File: config.mk
export PLATFORM = sky130hd
export DESIGN_NAME = dma_desc_loader
export DESIGN_NICKNAME = d
export VERILOG_FILES = /design/src/rtl/dll_pkg.sv /design/src/rtl/dll_fetch_seq.sv /design/src/rtl/dll_unpack.sv /design/src/rtl/dll_size_wb.sv /design/src/rtl/dma_desc_loader.sv
export SDC_FILE = /design/constraint.sdc
export NUM_CORES = 1
export LEC_CHECK = 0
export BUFFER_PORTS_ARGS = -buffer_cell sky130_fd_sc_hd__buf_4
export CORE_MARGIN = 2
export CORE_UTILIZATION = 50
export CTS_CLUSTER_DIAMETER = 30
export DETAILED_ROUTE_END_ITERATION = 8
export GPL_TIMING_DRIVEN = 0
export PLACE_DENSITY = 0.8
export SLEW_MARGIN = 30
export SYNTH_ARGS = -nofsm -noshare
export SYNTH_HDL_FRONTEND = slang
export SYNTH_HIERARCHICAL = 1
export SYNTH_SLANG_ARGS = --single-unit
export TNS_END_PERCENT = 1
File: constraint.sdc
create_clock -name clk -period 2.5 [get_ports clk]
set_clock_uncertainty 0.15 [all_clocks]
set_input_delay 0.25 -clock clk [delete_from_list [all_inputs] [get_ports clk]]
set_output_delay 0.25 -clock clk [all_outputs]
set_load 0.02 [all_outputs]
File: src/rtl/dll_pkg.sv
`timescale 1ns/1ps
package dll_pkg;
    // control word layout of a descriptor
    localparam int EOL_BIT = 20;
    localparam int CTL_LSB = 16;
    localparam int CTL_W   = 4;
    // descriptor shape
    localparam int WORDS   = 4;
    localparam int IDX_W   = $clog2(WORDS);

    typedef enum logic {
        ST_IDLE  = 1'b0,
        ST_FETCH = 1'b1
    } fetch_st_e;
endpackage

File: src/rtl/dll_fetch_seq.sv
`timescale 1ns/1ps
module dll_fetch_seq
    import dll_pkg::*;
#(
    parameter int AW = 32
) (
    input  logic             clk,
    input  logic             rst_n,
    input  logic             start_i,
    input  logic             chain_i,
    input  logic [AW-1:0]    ptr_i,
    input  logic             rvalid_i,
    output logic             req_o,
    output logic [AW-1:0]    addr_o,
    output logic             busy_o,
    output logic             stb_o,
    output logic [IDX_W-1:0] idx_o,
    output logic             nochain_o,
    output logic             done_o,
    output logic [AW-1:0]    cur_o
);
    typedef struct packed {
        fetch_st_e        st;
        logic [IDX_W-1:0] idx;
        logic [AW-1:0]    base;
        logic [AW-1:0]    cur;
        logic             done;
    } seq_t;

    localparam logic [IDX_W-1:0] LAST_IDX = IDX_W'(WORDS - 1);

    seq_t s_d, s_q;
    logic accept;

    assign accept = start_i && (s_q.st == ST_IDLE);

    always_comb begin
        s_d      = s_q;
        s_d.done = 1'b0;
        if (accept) begin
            if (chain_i) begin
                s_d.st   = ST_FETCH;
                s_d.idx  = '0;
                s_d.base = ptr_i;
                s_d.cur  = ptr_i;
            end else begin
                s_d.done = 1'b1;
            end
        end else if ((s_q.st == ST_FETCH) && rvalid_i) begin
            s_d.idx = s_q.idx + 1'b1;
            if (s_q.idx == LAST_IDX) begin
                s_d.st   = ST_IDLE;
                s_d.done = 1'b1;
            end
        end
    end

    always_ff @(posedge clk or negedge rst_n) begin
        if (!rst_n) begin
            s_q <= '0;
        end else begin
            s_q <= s_d;
        end
    end

    assign busy_o    = (s_q.st == ST_FETCH);
    assign req_o     = busy_o;
    assign addr_o    = s_q.base + AW'({s_q.idx, 2'b00});
    assign stb_o     = busy_o && rvalid_i;
    assign idx_o     = s_q.idx;
    assign nochain_o = accept && !chain_i;
    assign done_o    = s_q.done;
    assign cur_o     = s_q.cur;
endmodule

File: src/rtl/dll_unpack.sv
`timescale 1ns/1ps
module dll_unpack
    import dll_pkg::*;
#(
    parameter int AW = 32,
    parameter int SW = 12
) (
    input  logic             clk,
    input  logic             rst_n,
    input  logic             stb_i,
    input  logic [IDX_W-1:0] idx_i,
    input  logic [AW-1:0]    data_i,
    input  logic             nochain_i,
    output logic             ctl_we_o,
    output logic [CTL_W-1:0] ctl_o,
    output logic             tot_we_o,
    output logic [SW-1:0]    tot_o,
    output logic             a0_we_o,
    output logic [AW-1:0]    a0_o,
    output logic             a1_we_o,
    output logic [AW-1:0]    a1_o,
    output logic             nx_we_o,
    output logic [AW-1:0]    nx_o,
    output logic             more_o
);
    typedef struct packed {
        logic             ctl_we;
        logic [CTL_W-1:0] ctl;
        logic             tot_we;
        logic [SW-1:0]    tot;
        logic             a0_we;
        logic [AW-1:0]    a0;
        logic             a1_we;
        logic [AW-1:0]    a1;
        logic             nx_we;
        logic [AW-1:0]    nx;
        logic             more;
    } unp_t;

    unp_t u_d, u_q;

    always_comb begin
        u_d        = u_q;
        u_d.ctl_we = 1'b0;
        u_d.tot_we = 1'b0;
        u_d.a0_we  = 1'b0;
        u_d.a1_we  = 1'b0;
        u_d.nx_we  = 1'b0;
        if (stb_i) begin
            unique case (idx_i)
                IDX_W'(0): begin
                    u_d.ctl_we = 1'b1;
                    u_d.ctl    = data_i[CTL_LSB +: CTL_W];
                    u_d.tot_we = 1'b1;
                    u_d.tot    = data_i[SW-1:0];
                    u_d.more   = !data_i[EOL_BIT];
                end
                IDX_W'(1): begin
                    u_d.a0_we = 1'b1;
                    u_d.a0    = data_i;
                end
                IDX_W'(2): begin
                    u_d.a1_we = 1'b1;
                    u_d.a1    = data_i;
                end
                default: begin
                    u_d.nx_we = 1'b1;
                    u_d.nx    = data_i;
                end
            endcase
        end
        if (nochain_i) begin
            u_d.more = 1'b0;
        end
    end

    always_ff @(posedge clk or negedge rst_n) begin
        if (!rst_n) begin
            u_q <= '0;
        end else begin
            u_q <= u_d;
        end
    end

    assign ctl_we_o = u_q.ctl_we;
    assign ctl_o    = u_q.ctl;
    assign tot_we_o = u_q.tot_we;
    assign tot_o    = u_q.tot;
    assign a0_we_o  = u_q.a0_we;
    assign a0_o     = u_q.a0;
    assign a1_we_o  = u_q.a1_we;
    assign a1_o     = u_q.a1;
    assign nx_we_o  = u_q.nx_we;
    assign nx_o     = u_q.nx;
    assign more_o   = u_q.more;
endmodule

File: src/rtl/dll_size_wb.sv
`timescale 1ns/1ps
module dll_size_wb #(
    parameter int SW = 12
) (
    input  logic          clk,
    input  logic          rst_n,
    input  logic          term_i,
    input  logic          wb_en_i,
    input  logic          busy_i,
    input  logic [SW-1:0] total_i,
    input  logic [SW-1:0] count_i,
    output logic          we_o,
    output logic [SW-1:0] val_o
);
    typedef struct packed {
        logic          we;
        logic [SW-1:0] val;
    } wb_t;

    wb_t w_d, w_q;

    always_comb begin
        w_d    = w_q;
        w_d.we = term_i && wb_en_i && !busy_i;
        if (w_d.we) begin
            w_d.val = (count_i >= total_i) ? '0 : (total_i - count_i);
        end
    end

    always_ff @(posedge clk or negedge rst_n) begin
        if (!rst_n) begin
            w_q <= '0;
        end else begin
            w_q <= w_d;
        end
    end

    assign we_o  = w_q.we;
    assign val_o = w_q.val;
endmodule

File: src/rtl/dma_desc_loader.sv
`timescale 1ns/1ps
module dma_desc_loader
    import dll_pkg::*;
#(
    parameter int AW = 32,
    parameter int SW = 12
) (
    input  logic          clk,
    input  logic          rst_n,
    input  logic          start_i,
    input  logic          chain_mode_i,
    input  logic [AW-1:0] desc_ptr_i,
    output logic          busy_o,
    output logic          done_o,
    output logic          more_desc_o,
    output logic [AW-1:0] cur_desc_o,
    output logic          mem_req_o,
    output logic [AW-1:0] mem_addr_o,
    input  logic          mem_rvalid_i,
    input  logic [AW-1:0] mem_rdata_i,
    output logic          ctl_we_o,
    output logic [3:0]    ctl_bits_o,
    output logic          tot_we_o,
    output logic [SW-1:0] tot_o,
    output logic          a0_we_o,
    output logic [AW-1:0] a0_o,
    output logic          a1_we_o,
    output logic [AW-1:0] a1_o,
    output logic          desc_we_o,
    output logic [AW-1:0] desc_o,
    input  logic          term_i,
    input  logic          wb_en_i,
    input  logic [SW-1:0] xfer_total_i,
    input  logic [SW-1:0] xfer_count_i
);
    logic             stb;
    logic [IDX_W-1:0] idx;
    logic             nochain;
    logic             fetch_tot_we;
    logic [SW-1:0]    fetch_tot;
    logic             wb_we;
    logic [SW-1:0]    wb_val;

    dll_fetch_seq #(.AW(AW)) u_seq (
        .clk       (clk),
        .rst_n     (rst_n),
        .start_i   (start_i),
        .chain_i   (chain_mode_i),
        .ptr_i     (desc_ptr_i),
        .rvalid_i  (mem_rvalid_i),
        .req_o     (mem_req_o),
        .addr_o    (mem_addr_o),
        .busy_o    (busy_o),
        .stb_o     (stb),
        .idx_o     (idx),
        .nochain_o (nochain),
        .done_o    (done_o),
        .cur_o     (cur_desc_o)
    );

    dll_unpack #(.AW(AW), .SW(SW)) u_unp (
        .clk       (clk),
        .rst_n     (rst_n),
        .stb_i     (stb),
        .idx_i     (idx),
        .data_i    (mem_rdata_i),
        .nochain_i (nochain),
        .ctl_we_o  (ctl_we_o),
        .ctl_o     (ctl_bits_o),
        .tot_we_o  (fetch_tot_we),
        .tot_o     (fetch_tot),
        .a0_we_o   (a0_we_o),
        .a0_o      (a0_o),
        .a1_we_o   (a1_we_o),
        .a1_o      (a1_o),
        .nx_we_o   (desc_we_o),
        .nx_o      (desc_o),
        .more_o    (more_desc_o)
    );

    dll_size_wb #(.SW(SW)) u_wb (
        .clk     (clk),
        .rst_n   (rst_n),
        .term_i  (term_i),
        .wb_en_i (wb_en_i),
        .busy_i  (busy_o),
        .total_i (xfer_total_i),
        .count_i (xfer_count_i),
        .we_o    (wb_we),
        .val_o   (wb_val)
    );

    // writeback is only accepted while idle, so the two sources never coincide
    assign tot_we_o = wb_we || fetch_tot_we;
    assign tot_o    = wb_we ? wb_val : fetch_tot;
endmodule

==> flow_summary.html, run 1 <==
<table>
<tr><th>Metric</th><th>Value</th></tr>
<tr><th colspan="2">Placement</th></tr>
<tr><td>Count of placed standard cells including taps</td><td>roughly 1000</td></tr>
<tr><td>Final HPWL from detailed placement</td><td>approximately 15000 µm</td></tr>
<tr><td>RD Place Congestion</td><td>between 0.8 and 0.9</td></tr>
<tr><td>Number of buffers added on ports</td><td>around 280</td></tr>
<tr><td>Post-placement cell area</td><td>around 10000 µm²</td></tr>
<tr><th colspan="2">Clock network</th></tr>
<tr><td>Number of clock sinks seen by CTS</td><td>~170</td></tr>
<tr><td>Clock transition at the register clock pins on the worst setup and hold paths after CTS</td><td>roughly 0.060 ns</td></tr>
<tr><td>Worst-skew pair later-pin latency</td><td>0.41 ns</td></tr>
<tr><td>Htree depth</td><td>4</td></tr>
<tr><td>Number of buffers inserted during clock tree synthesis</td><td>17</td></tr>
<tr><td>Maximum clock insertion buffer count</td><td>2</td></tr>
<tr><td>Cell chosen for the clock root</td><td>clkbuf_16</td></tr>
<tr><td>TritonCTS clock tree</td><td>yes</td></tr>
<tr><th colspan="2">Cells and area</th></tr>
<tr><td>Non-filler instance count after layout</td><td>around 1100</td></tr>
<tr><td>Filler cell count</td><td>approximately 900</td></tr>
<tr><td>Area of all sequential standard cells</td><td>about 4200 µm²</td></tr>
<tr><td>Area of the multi-input gates</td><td>3370 µm²</td></tr>
<tr><td>Area of all placed cells without fillers</td><td>11500 µm²</td></tr>
<tr><td>Antenna Diode Count</td><td>0</td></tr>
<tr><td>Core Util, Final</td><td>75.9%</td></tr>
<tr><td>Layout Area Growth over Synthesis</td><td>48.8%</td></tr>
<tr><td>Proportion of layout cells with a drive suffix above 1</td><td>a little over half</td></tr>
<tr><td>Count of nets after finishing</td><td>about 1100</td></tr>
<tr><th colspan="2">Setup path</th></tr>
<tr><td>Nature of the critical path endpoint</td><td>output pin</td></tr>
<tr><td>Slowest cell on the critical path</td><td>dfrtp_2</td></tr>
<tr><td>Largest stage delay, worst path</td><td>0.48 ns</td></tr>
<tr><td>Critical path peak fanout</td><td>10</td></tr>
<tr><td>Arrival time reported for the critical path endpoint</td><td>~2.4 ns</td></tr>
<tr><td>Setup crit start kind</td><td>flop</td></tr>
<tr><td>Category of cells accounting for the largest share of critical-path delay</td><td>simple AND/OR/NAND/NOR gates</td></tr>
<tr><td>Cell-by-cell trace of the critical path</td><td>ha_1 -&gt; a21o_1 -&gt; and4_2 -&gt; buf_6 -&gt; nand4_1 -&gt; xnor2_2 -&gt; buf_4</td></tr>
<tr><td>Data required time at the worst endpoint</td><td>2.10 ns</td></tr>
<tr><td>CP Buf/Inv Count</td><td>2</td></tr>
<tr><td>Category of the most critical setup path</td><td>flop to output pin</td></tr>
<tr><th colspan="2">Floorplanning</th></tr>
<tr><td>Area of the die</td><td>roughly 16000 µm²</td></tr>
<tr><td>Number of top-level pins</td><td>280</td></tr>
<tr><td>Placeable core region</td><td>roughly 15000 µm²</td></tr>
<tr><td>Width of the chip</td><td>about 130 µm</td></tr>
<tr><td>Die Ht</td><td>between 100 and 150 µm</td></tr>
<tr><td>Effective utilization at floorplan</td><td>between 50% and 60%</td></tr>
<tr><td>Std-Cell Rows</td><td>45</td></tr>
<tr><th colspan="2">Power</th></tr>
<tr><td>Pwr/cell area</td><td>around 1300 nW/µm²</td></tr>
<tr><td>Total Power Consumption</td><td>15.5 mW</td></tr>
<tr><td>Standby leakage power</td><td>approximately 5.6 nW</td></tr>
<tr><td>Clk pwr share</td><td>between 10% and 20%</td></tr>
<tr><td>Peak supply drop</td><td>between 0.0006 and 0.0007 V</td></tr>
<tr><td>Fraction of power consumed by combinational cells</td><td>about 50%</td></tr>
<tr><td>Sequential Power Share</td><td>approximately a third</td></tr>
<tr><td>Sw Share</td><td>between 30% and 40%</td></tr>
<tr><td>Net switching component of the power</td><td>around 6 mW</td></tr>
<tr><td>Total internal power</td><td>9.45 mW</td></tr>
<tr><th colspan="2">STA</th></tr>
<tr><td>Setup TNS</td><td>-5.19 ns</td></tr>
<tr><td>Final critical-path share of the clock period</td><td>113%</td></tr>
<tr><td>RSZ-0062 raised after global routing</td><td>true</td></tr>
<tr><td>Relative slew slack</td><td>between 50 and 60%</td></tr>
<tr><td>Shortest clock period the worst path allows after layout</td><td>about 2.8 ns</td></tr>
<tr><td>Setup-failing EPs final</td><td>25</td></tr>
<tr><td>Worst setup margin</td><td>-0.313 ns</td></tr>
<tr><td>Fmax</td><td>around 0.36 GHz</td></tr>
<tr><td>Final-report hold violation count</td><td>0</td></tr>
<tr><td>Least-Margin Pin Slew</td><td>0.644 ns</td></tr>
<tr><td>Slew Viols, Final</td><td>0</td></tr>
<tr><th colspan="2">GRT</th></tr>
<tr><td>Antenna violations before repair</td><td>0</td></tr>
<tr><td>First-pass GRT wire length</td><td>33900 µm</td></tr>
<tr><td>Pin count of the biggest net entering global routing</td><td>87</td></tr>
<tr><td>Global-route total usage across every layer</td><td>26.9%</td></tr>
<tr><td>Via count of the first global-routing pass</td><td>6470</td></tr>
<tr><td>Congestion Overflow GR</td><td>0</td></tr>
<tr><th colspan="2">Route</th></tr>
<tr><td>WL per Instance</td><td>19.5 µm</td></tr>
<tr><td>1st-pass router iterations</td><td>4</td></tr>
<tr><td>Violation count after the first detailed-routing iteration</td><td>approximately 370</td></tr>
<tr><td>Detail-routed via count per cell</td><td>between 5 and 6</td></tr>
<tr><td>Count of antenna-violating nets left after detailed routing</td><td>0</td></tr>
<tr><td>Final routed wirelength across all metal layers</td><td>between 20000 and 25000 µm</td></tr>
<tr><td>Number of remaining DRC errors</td><td>0</td></tr>
<tr><td>Routed via count</td><td>slightly above 6000</td></tr>
<tr><th colspan="2">Yosys</th></tr>
<tr><td>Sequential cell area fraction in the yosys report</td><td>between 50% and 60%</td></tr>
<tr><td>Net Count, Synth</td><td>approximately 680</td></tr>
<tr><td>Number of different library cells in the post-synthesis netlist</td><td>59</td></tr>
<tr><td>Number of enable-type register cells in the synthesized netlist</td><td>0</td></tr>
<tr><td>Mean instance size in the synthesized netlist</td><td>13.7 µm²</td></tr>
<tr><td>Flip-flop and latch count after synthesis</td><td>about 170</td></tr>
<tr><td>Synthesized cell area</td><td>about 7700 µm²</td></tr>
<tr><td>Proportion of register bits with asynchronous set or reset after synthesis</td><td>100%</td></tr>
<tr><td>Count of mapped cells out of synthesis</td><td>566</td></tr>
<tr><td>Primary flip-flop cell chosen by synthesis mapping</td><td>dfrtp_1</td></tr>
<tr><td>Warning count from the yosys run</td><td>6</td></tr>
<tr><th colspan="2">Status</th></tr>
<tr><td>Failing checks</td><td>negative setup slack</td></tr>
<tr><td>Result of the run</td><td>complete, but fails checks</td></tr>
<tr><th colspan="2">Flow run</th></tr>
<tr><td>Max-capacitance violation count</td><td>0</td></tr>
<tr><th colspan="2">Min path</th></tr>
<tr><td>Hold Crit Class</td><td>primary input to flop</td></tr>
</table>
[what timing repair did]
item,CTS,global route
endpoints found under the hold margin,230,0
setup buffers,7,0
endpoints found under the setup margin,25,25
pin swaps,8,4
hold buffers,66,0
resized for setup,13,8
[synth_stat cells (3+ instances only)]
library cell | number | share of area [%]
buf_4 | 12 | 1.2
a21oi_1 | 7 | 0.45
o21ai_0 | 8 | 0.52
nand2_1 | 18 | 0.87
nor2_1 | 13 | 0.63
and4_1 | 4 | 0.45
ha_1 | 15 | 2.4
or3_1 | 3 | 0.24
buf_6 | 4 | 0.58
mux2_4 | 9 | 1.7
nand4_1 | 8 | 0.65
nor3_1 | 6 | 0.39
nand3_1 | 14 | 0.91
buf_2 | 8 | 0.52
and3_1 | 5 | 0.40
dfrtp_1 | 166 | 54
inv_1 | 21 | 1.0
mux2_2 | 140 | 20
a22o_1 | 10 | 1.1
xor2_1 | 11 | 1.2
nand3b_1 | 3 | 0.29
mux2_1 | 8 | 1.2
xnor2_1 | 23 | 2.6
[power groups by stage]
stage	Clock, mW	Sequential, mW	Combinational [mW]
after global placement	0	4.99	7.37
after floorplan	0	6.26	2.90
after CTS	2.70	5.05	7.71
after global routing	2.83	5.27	8.12
after detailed placement	0	5.08	7.52
final	2.65	5.09	7.74
[stage by stage]
stage / setup slack (ns) / hold slack (ns)
3_3_place_gp: -0.0550 / 0.316
2_1_floorplan: 0.0618 / -0.196
6_report: -0.313 / 0.0242
3_5_place_dp: -0.220 / 0.154
4_1_cts: -0.280 / 0.0116
5_1_grt: -0.423 / 0.0381
[flip-flops by register name (all words and copies together), names as in the netlist]
register / flops
u_wb/we_o: 1
u_wb/val_o: 12
u_unp/a1_we_o: 1
u_seq/idx_o: 2
u_unp/tot_o: 12
u_seq/busy_o: 1
u_seq/done_o: 1
u_unp/a0_o: 32
u_seq/cur_o: 32
u_unp/a1_o: 32
u_unp/a0_we_o: 1
u_unp/more_o: 1
u_unp/ctl_o: 4
u_unp/nx_o: 32
u_unp/ctl_we_o: 1
u_unp/nx_we_o: 1
[final timing paths]
path                       cells past startpoint             end  slack (ns)      startpoint
setup / recovery                               7  mem_addr_o[13]       -0.31  u_seq/idx_o[1]
hold / removal                                 3    u_seq/done_o        0.02    chain_mode_i
setup reg to reg                               6    u_unp/more_o        0.45    u_seq/busy_o
hold reg to reg                                1  u_wb/val_o[11]        0.34  u_wb/val_o[11]
max in group asynchronous                      3  u_unp/a0_o[16]        1.11           rst_n
min in group asynchronous                      2   u_unp/nx_we_o        0.28           rst_n
[layout make-up]
class	count	share of cell area [%]
flip-flops and latches	166	36.1
inverters	21	0.685
well taps	188	2.05
clock inverters	9	1.08
multi-input cells	351	29.3
clock buffers	23	4.16
repair buffers	353	24.8
plain buffers	28	1.78
[worst min-delay path: stages]
cell      delay, ns
buf_4          0.08
nor3b_1        0.06
nand2b_1       0.15
[cells in the final DEF (no fill, tap or decap), types with 9 or more instances in the layout]
master         instances
nand3_1               14
a22o_1                10
mux2_2               140
dfrtp_1              164
inv_1                 21
xnor2_1               21
dlygate4sd3_1         66
mux2_4                 9
buf_6                  9
nand2_1               17
buf_4                294
nor2_1                12
xor2_1                10
ha_1                  14
clkbuf_16             17
[cell families (layout without fill, tap and decap cells)]
family	Yosys count	after routing	synth area share, %
multiplexers	157	157	23.3
adder cells (fa/ha/maj)	17	17	2.95
AO/OA/AOI/OAI	45	45	4.44
flip-flops	166	166	53.7
AND/OR/NAND/NOR	98	98	8.19
XOR/XNOR	34	34	3.85
buffers and inverters	49	434	3.51
[routing by layer]
layer	GRT usage, %	vias up	part of all wire (%)
li1	-	2748	-
met1	29.7	3026	36
met2	49.1	270	53
met3	6.55	57	6.8
met4	12.2	0	3.6
met5	0	-	0
No activity file was read; power rests on OpenSTA's default activity.
==> run 2, diff against run 1 <==
- PLACE_DENSITY: 0.8 -> 0.89
- SLEW_MARGIN: 30 -> 20
==> flow_summary.html, run 2 (synthesized netlist as in run 1, its figures left out) <==
<table>
<tr><th>Metric</th><th>Value</th></tr>
<tr><th colspan="2">Status</th></tr>
<tr><td>Result of the run</td><td>complete, but fails checks</td></tr>
<tr><td>Failing checks</td><td>negative setup slack</td></tr>
<tr><th colspan="2">Placement</th></tr>
<tr><td>RD Place Congestion</td><td>0.859 (-2.2%)</td></tr>
<tr><td>Placement Setup Slack</td><td>-0.0903 ns (+0.130 ns)</td></tr>
<tr><td>Final HPWL from detailed placement</td><td>15400 µm (-0.11%)</td></tr>
<tr><td>Number of buffers added on ports</td><td>279 (unchanged)</td></tr>
<tr><th colspan="2">Route</th></tr>
<tr><td>Number of remaining DRC errors</td><td>0 (unchanged)</td></tr>
<tr><td>Count of antenna-violating nets left after detailed routing</td><td>0 (unchanged)</td></tr>
<tr><td>WL per Instance</td><td>19.7 µm (+1.1%)</td></tr>
<tr><td>Detail-routed via count per cell</td><td>5.38 (+0.43%)</td></tr>
<tr><td>Violation count after the first detailed-routing iteration</td><td>285 (-22%)</td></tr>
<tr><td>1st-pass router iterations</td><td>4 (unchanged)</td></tr>
<tr><td>Routed via count</td><td>6122 (+0.34%)</td></tr>
<tr><td>Final routed wirelength across all metal layers</td><td>22400 µm (+1.1%)</td></tr>
<tr><th colspan="2">STA</th></tr>
<tr><td>Shortest clock period the worst path allows after layout</td><td>2.75 ns (-0.0611 ns)</td></tr>
<tr><td>Relative slew slack</td><td>61.3% (+4.2 points)</td></tr>
<tr><td>Fmax</td><td>0.363 GHz (+2.2%)</td></tr>
<tr><td>Slew Viols, Final</td><td>0 (unchanged)</td></tr>
<tr><td>Setup-failing EPs final</td><td>25 (unchanged)</td></tr>
<tr><td>Final critical-path share of the clock period</td><td>110% (-2.4 points)</td></tr>
<tr><td>Worst setup margin</td><td>-0.252 ns (+0.0611 ns)</td></tr>
<tr><td>RSZ-0062 raised after global routing</td><td>true</td></tr>
<tr><td>Hold WS</td><td>0.0903 ns (+0.0661 ns)</td></tr>
<tr><td>Final-report hold violation count</td><td>0 (unchanged)</td></tr>
<tr><td>Least-Margin Pin Slew</td><td>0.580 ns (-0.0637 ns)</td></tr>
<tr><th colspan="2">GRT</th></tr>
<tr><td>Antenna violations before repair</td><td>0 (unchanged)</td></tr>
<tr><td>Pin count of the biggest net entering global routing</td><td>91 (+4.6%)</td></tr>
<tr><td>Global-route total usage across every layer</td><td>27.5% (+0.53 points)</td></tr>
<tr><td>Via count of the first global-routing pass</td><td>6485 (+0.23%)</td></tr>
<tr><td>First-pass GRT wire length</td><td>34500 µm (+1.5%)</td></tr>
<tr><td>Congestion Overflow GR</td><td>0 (unchanged)</td></tr>
<tr><th colspan="2">Power</th></tr>
<tr><td>Clk pwr share</td><td>16.7% (-0.4 points)</td></tr>
<tr><td>Pwr/cell area</td><td>1350 nW/µm² (+0.22%)</td></tr>
<tr><td>Peak supply drop</td><td>0.000723 V (+8.2%)</td></tr>
<tr><td>Standby leakage power</td><td>5.57 nW (-0.26%)</td></tr>
<tr><td>Sw Share</td><td>39.6% (+0.64 points)</td></tr>
<tr><td>Sequential Power Share</td><td>33.1% (+0.2 points)</td></tr>
<tr><td>Total internal power</td><td>9.39 mW (-0.70%)</td></tr>
<tr><td>Fraction of power consumed by combinational cells</td><td>50.2% (+0.2 points)</td></tr>
<tr><td>Net switching component of the power</td><td>6.15 mW (+2.0%)</td></tr>
<tr><th colspan="2">Setup path</th></tr>
<tr><td>Data required time at the worst endpoint</td><td>2.10 ns (about the same)</td></tr>
<tr><td>Category of the most critical setup path</td><td>flop to output pin</td></tr>
<tr><td>Nature of the critical path endpoint</td><td>output pin</td></tr>
<tr><td>Setup crit start kind</td><td>flop</td></tr>
<tr><td>Arrival time reported for the critical path endpoint</td><td>2.35 ns (-0.06 ns)</td></tr>
<tr><td>Critical path peak fanout</td><td>8 (-2)</td></tr>
<tr><th colspan="2">Clock network</th></tr>
<tr><td>Number of clock sinks seen by CTS</td><td>166 (unchanged)</td></tr>
<tr><td>Worst-skew pair later-pin latency</td><td>0.42 ns (about the same)</td></tr>
<tr><td>Htree depth</td><td>4 (unchanged)</td></tr>
<tr><td>TritonCTS clock tree</td><td>yes</td></tr>
<tr><td>Clock transition at the register clock pins on the worst setup and hold paths after CTS</td><td>0.06 ns (about the same)</td></tr>
<tr><td>Maximum clock insertion buffer count</td><td>2 (unchanged)</td></tr>
<tr><td>Cell chosen for the clock root</td><td>clkbuf_16</td></tr>
<tr><td>Number of buffers inserted during clock tree synthesis</td><td>17 (unchanged)</td></tr>
<tr><th colspan="2">Floorplanning</th></tr>
<tr><td>Width of the chip</td><td>128 µm (unchanged)</td></tr>
<tr><td>Die Ht</td><td>128 µm (unchanged)</td></tr>
<tr><td>Std-Cell Rows</td><td>45 (unchanged)</td></tr>
<tr><td>Effective utilization at floorplan</td><td>51.0% (unchanged)</td></tr>
<tr><td>Placeable core region</td><td>15100 µm² (unchanged)</td></tr>
<tr><td>Number of top-level pins</td><td>280 (unchanged)</td></tr>
<tr><td>Area of the die</td><td>16500 µm² (unchanged)</td></tr>
<tr><th colspan="2">Cells and area</th></tr>
<tr><td>Most frequent cells in the layout</td><td>buf_4, dfrtp_1, mux2_2</td></tr>
<tr><td>Most common cell after layout, fill and taps aside</td><td>buf_4</td></tr>
<tr><td>Layout Area Growth over Synthesis</td><td>49.0%</td></tr>
<tr><td>Antenna Diode Count</td><td>0 (unchanged)</td></tr>
<tr><td>Proportion of layout cells with a drive suffix above 1</td><td>55.3% (+0.58 points)</td></tr>
<tr><td>Count of nets after finishing</td><td>1049 (-0.095%)</td></tr>
<tr><th colspan="2">Min path</th></tr>
<tr><td>Hold Crit Class</td><td>primary input to flop</td></tr>
<tr><th colspan="2">Flow run</th></tr>
<tr><td>Max-capacitance violation count</td><td>0 (unchanged)</td></tr>
</table>
## run 2: through the flow
step,power [mW],instance area [µm²],utilization (%),setup TNS [ns],instances
3_5_place_dp,12.6,10100,66.6,-0.264,1034
4_1_cts,15.5,11500,75.8,-3.43,1138
3_3_place_gp,12.4,10100,66.4,-0.0991,1033
2_1_floorplan,9.16,7730,-,0,566
6_report,15.5,11500,76.0,-4.10,1138
5_1_grt,16.3,11500,76.0,-6.22,1138
## run 2: what timing repair did
item / 4_1_cts / 5_1_grt
gates resized for setup: 19 / 8
pin swaps: 7 / 1
buffers inserted: 5 / 0
hold buffers: 67 / 0
setup endpoints to repair: 25 / 25
hold endpoints to repair: 221 / 0
## run 2: worst max-delay path: stages (launching register included)
cell and delay (ns):
dfrtp_1 0.42, ha_4 0.18, fa_2 0.36, and4_1 0.22
buf_6 0.12, nand4_4 0.21, nor2_1 0.10, xor2_1 0.15
buf_4 0.16
## run 2: per-layer routing
layer,routed length (µm),GRT usage [%],vias up
met5,0,0,-
met4,899,14.2,0
met3,1530,7.55,58
met2,11800,49.1,268
met1,8210,29.9,3024
li1,-,-,2772
## run 2: layout make-up
cell class,instances,area [µm²]
Tap cell,188,235
Fill cell,960,3630
Sequential cell,166,4160
Clock inverter,11,124
Inverter,21,78.8
Clock buffer,21,470
Buffer,28,209
Timing Repair Buffer,352,2850
Multi-Input combinational cell,351,3390
## run 2: final timing paths
| kind | slack [ns] | from | to | cells past startpoint |
|---|---|---|---|---|
| max | -0.25 | u_seq/cur_o[2] | mem_addr_o[22] | 8 |
| min | 0.09 | xfer_total_i[1] | u_wb/val_o[1] | 3 |
| max reg2reg | 0.34 | u_seq/busy_o | u_unp/ctl_o[2] | 6 |
| min reg2reg | 0.34 | u_wb/val_o[5] | u_wb/val_o[5] | 1 |
| max in group asynchronous | 1.15 | rst_n | u_unp/nx_o[16] | 3 |
| min in group asynchronous | 0.23 | rst_n | u_unp/nx_o[25] | 2 |
## run 2: power by group through the flow
| stage | combinational, mW | clock, mW | sequential [mW] |
|---|---|---|---|
| floorplan | 2.90 | 0 | 6.26 |
| global placement | 7.37 | 0 | 5.00 |
| detailed placement | 7.52 | 0 | 5.11 |
| CTS | 7.74 | 2.65 | 5.09 |
| global route | 8.19 | 2.79 | 5.30 |
| finish | 7.80 | 2.60 | 5.14 |
==> run 3, diff against run 2 <==
- RECOVER_POWER: unset -> 100
==> flow_summary.html, run 3 (synthesized netlist as in run 1, its figures left out) <==
<table>
<tr><th>Metric</th><th>Value</th></tr>
<tr><th colspan="2">STA</th></tr>
<tr><td>Fmax</td><td>0.363 GHz (-0.16%)</td></tr>
<tr><td>Hold WS</td><td>0.0869 ns (-0.00341 ns)</td></tr>
<tr><td>RSZ-0062 raised after global routing</td><td>true</td></tr>
<tr><td>Relative slew slack</td><td>-14.3% (-76 points)</td></tr>
<tr><td>Setup TNS</td><td>-3.91 ns (+0.192 ns)</td></tr>
<tr><td>Slew Viols, Final</td><td>77 (+77)</td></tr>
<tr><td>Setup-failing EPs final</td><td>23 (-8.0%)</td></tr>
<tr><td>Worst setup margin</td><td>-0.256 ns (-0.00454 ns)</td></tr>
<tr><td>Final-report hold violation count</td><td>0 (unchanged)</td></tr>
<tr><td>Final critical-path share of the clock period</td><td>110% (+0.18 points)</td></tr>
<tr><td>Least-Margin Pin Slew</td><td>1.71 ns (+1.14 ns)</td></tr>
<tr><td>Shortest clock period the worst path allows after layout</td><td>2.76 ns (+0.00454 ns)</td></tr>
<tr><th colspan="2">Setup path</th></tr>
<tr><td>Cell-by-cell trace of the critical path</td><td>ha_4 -&gt; fa_2 -&gt; and4_1 -&gt; buf_6 -&gt; nand4_4 -&gt; nor4_4 -&gt; xor2_1 -&gt; buf_4</td></tr>
<tr><td>Slowest cell on the critical path</td><td>dfrtp_1</td></tr>
<tr><td>Arrival time reported for the critical path endpoint</td><td>2.36 ns (about the same)</td></tr>
<tr><td>Critical path peak fanout</td><td>8 (unchanged)</td></tr>
<tr><td>CP Buf/Inv Count</td><td>2 (unchanged)</td></tr>
<tr><td>Source of the worst register-to-register timing path</td><td>u_seq/busy_o</td></tr>
<tr><td>Nature of the critical path endpoint</td><td>output pin</td></tr>
<tr><td>Largest stage delay, worst path</td><td>0.41 ns (about the same)</td></tr>
<tr><td>Setup crit start kind</td><td>flop</td></tr>
<tr><td>Category of the most critical setup path</td><td>flop to output pin</td></tr>
<tr><td>Category of cells accounting for the largest share of critical-path delay</td><td>simple AND/OR/NAND/NOR gates</td></tr>
<tr><td>Data required time at the worst endpoint</td><td>2.10 ns (about the same)</td></tr>
<tr><td>Source of the critical timing path</td><td>u_seq/cur_o[2]</td></tr>
<tr><th colspan="2">Cells and area</th></tr>
<tr><td>Non-filler instance count after layout</td><td>1138 (unchanged)</td></tr>
<tr><td>Filler cell count</td><td>1097 (+14%)</td></tr>
<tr><td>Most frequent cells in the layout</td><td>buf_4, dfrtp_1, mux2_2</td></tr>
<tr><td>Antenna Diode Count</td><td>0 (unchanged)</td></tr>
<tr><td>Count of nets after finishing</td><td>1049 (unchanged)</td></tr>
<tr><td>Most common cell after layout, fill and taps aside</td><td>buf_4</td></tr>
<tr><td>Layout Area Growth over Synthesis</td><td>42.9%</td></tr>
<tr><td>Proportion of layout cells with a drive suffix above 1</td><td>42.4% (-13 points)</td></tr>
<tr><th colspan="2">GRT</th></tr>
<tr><td>Antenna violations before repair</td><td>0 (unchanged)</td></tr>
<tr><td>Pin count of the biggest net entering global routing</td><td>91 (unchanged)</td></tr>
<tr><td>Via count of the first global-routing pass</td><td>6485 (unchanged)</td></tr>
<tr><td>Global-route total usage across every layer</td><td>27.5% (unchanged)</td></tr>
<tr><td>First-pass GRT wire length</td><td>34500 µm (unchanged)</td></tr>
<tr><td>Congestion Overflow GR</td><td>0 (unchanged)</td></tr>
<tr><th colspan="2">Floorplanning</th></tr>
<tr><td>Std-Cell Rows</td><td>45 (unchanged)</td></tr>
<tr><td>Placeable core region</td><td>15100 µm² (unchanged)</td></tr>
<tr><td>Die Ht</td><td>128 µm (unchanged)</td></tr>
<tr><td>Effective utilization at floorplan</td><td>51.0% (unchanged)</td></tr>
<tr><td>Area of the die</td><td>16500 µm² (unchanged)</td></tr>
<tr><td>Number of top-level pins</td><td>280 (unchanged)</td></tr>
<tr><td>Width of the chip</td><td>128 µm (unchanged)</td></tr>
<tr><th colspan="2">Status</th></tr>
<tr><td>Result of the run</td><td>complete, but fails checks</td></tr>
<tr><td>Failing checks</td><td>max-capacitance violations, max-slew violations, negative setup slack</td></tr>
<tr><th colspan="2">Clock network</th></tr>
<tr><td>Maximum clock insertion buffer count</td><td>2 (unchanged)</td></tr>
<tr><td>TritonCTS clock tree</td><td>yes</td></tr>
<tr><td>Worst-skew pair later-pin latency</td><td>0.42 ns (about the same)</td></tr>
<tr><td>Clock transition at the register clock pins on the worst setup and hold paths after CTS</td><td>0.06 ns (about the same)</td></tr>
<tr><td>Htree depth</td><td>4 (unchanged)</td></tr>
<tr><td>Cell chosen for the clock root</td><td>clkbuf_16</td></tr>
<tr><td>Number of buffers inserted during clock tree synthesis</td><td>17 (unchanged)</td></tr>
<tr><td>Number of clock sinks seen by CTS</td><td>166 (unchanged)</td></tr>
<tr><th colspan="2">Min path</th></tr>
<tr><td>Worst min-delay path startpoint</td><td>xfer_total_i[1]</td></tr>
<tr><td>Hold Crit Class</td><td>primary input to flop</td></tr>
<tr><th colspan="2">Placement</th></tr>
<tr><td>Count of placed standard cells including taps</td><td>1034 (unchanged)</td></tr>
<tr><td>RD Place Congestion</td><td>0.859 (unchanged)</td></tr>
<tr><td>Final HPWL from detailed placement</td><td>15400 µm (unchanged)</td></tr>
<tr><td>Placement Setup Slack</td><td>-0.0903 ns (unchanged)</td></tr>
<tr><td>Number of buffers added on ports</td><td>279 (unchanged)</td></tr>
<tr><th colspan="2">Power</th></tr>
<tr><td>Standby leakage power</td><td>5.12 nW (-8.2%)</td></tr>
<tr><td>Total Power Consumption</td><td>14.7 mW (-5.2%)</td></tr>
<tr><td>Pwr/cell area</td><td>1330 nW/µm² (-1.2%)</td></tr>
<tr><td>Peak supply drop</td><td>0.000684 V (-5.4%)</td></tr>
<tr><th colspan="2">Route</th></tr>
<tr><td>Violation count after the first detailed-routing iteration</td><td>295 (+3.5%)</td></tr>
<tr><td>WL per Instance</td><td>19.8 µm (+0.34%)</td></tr>
<tr><td>Routed via count</td><td>6146 (+0.39%)</td></tr>
<tr><td>1st-pass router iterations</td><td>4 (unchanged)</td></tr>
<tr><td>Number of remaining DRC errors</td><td>0 (unchanged)</td></tr>
<tr><td>Detail-routed via count per cell</td><td>5.40 (+0.39%)</td></tr>
<tr><td>Final routed wirelength across all metal layers</td><td>22500 µm (+0.34%)</td></tr>
<tr><td>Count of antenna-violating nets left after detailed routing</td><td>0 (unchanged)</td></tr>
<tr><th colspan="2">Flow run</th></tr>
<tr><td>Max-capacitance violation count</td><td>1 (+1)</td></tr>
</table>
[run 3: changes by cell type in the layout (fill, tap and decap cells not counted), sizes merged]
cell	change
buf	-121
clkbuf	+121
[run 3: layout make-up]
class / instances / area (µm²) / share of cell area, %
multi-input combinational: 351 / 3390 / 30.7
inverter: 21 / 78.8 / 0.714
timing repair buffer: 352 / 2370 / 21.5
clock inverter: 11 / 124 / 1.12
clock buffer: 21 / 470 / 4.26
buffer: 28 / 209 / 1.89
tap: 188 / 235 / 2.13
sequential: 166 / 4160 / 37.7
[run 3: path summary, 6_finish.rpt]
path	endpoint	slack (ns)	depth (start not counted)
worst min register to register	u_wb/val_o[5]	0.34	1
worst min-delay path	u_wb/val_o[1]	0.09	3
worst max-delay path	mem_addr_o[30]	-0.26	8
worst max register to register	u_unp/ctl_o[2]	0.33	6
min in group asynchronous	u_unp/a0_o[29]	0.66	2
max in group asynchronous	u_unp/a0_o[17]	0.35	3
[run 3: report_power, final]
group | switching (mW) | internal, mW
sequential | 1.09 | 4.02
combinational | 4.00 | 3.01
clock | 1.06 | 1.55
total | 6.15 | 8.58
[run 3: through the flow]
step / instance area, µm² / utilization, %
after floorplan: 7730 / -
after global placement: 10100 / 66.4
after detailed placement: 10100 / 66.6
after CTS: 11500 / 75.8
after global routing: 11000 / 72.9
final: 11000 / 72.9
[run 3: timing repair]
| item | 4_1_cts | 5_1_grt |
|---|---|---|
| setup buffers | 5 | 0 |
| gates resized for setup | 19 | 8 |
| endpoints found under the hold margin | 221 | 0 |
| hold buffers | 67 | 0 |
| pin swaps | 7 | 1 |
| setup endpoints to repair | 25 | 25 |
[run 3: tightest hold or removal path, stage by stage]
cell and delay [ns]:
buf_4 0.10, fa_1 0.16, a22o_1 0.11
[run 3: routing by layer]
metal  wire length, µm  vias to the layer above  track usage (%)
li1                  -                     2768                -
met3              1610                       68             7.55
met5                 0                        -                0
met1              8190                     3025             29.9
met4               975                        0             14.2
met2             11700                      285             49.1
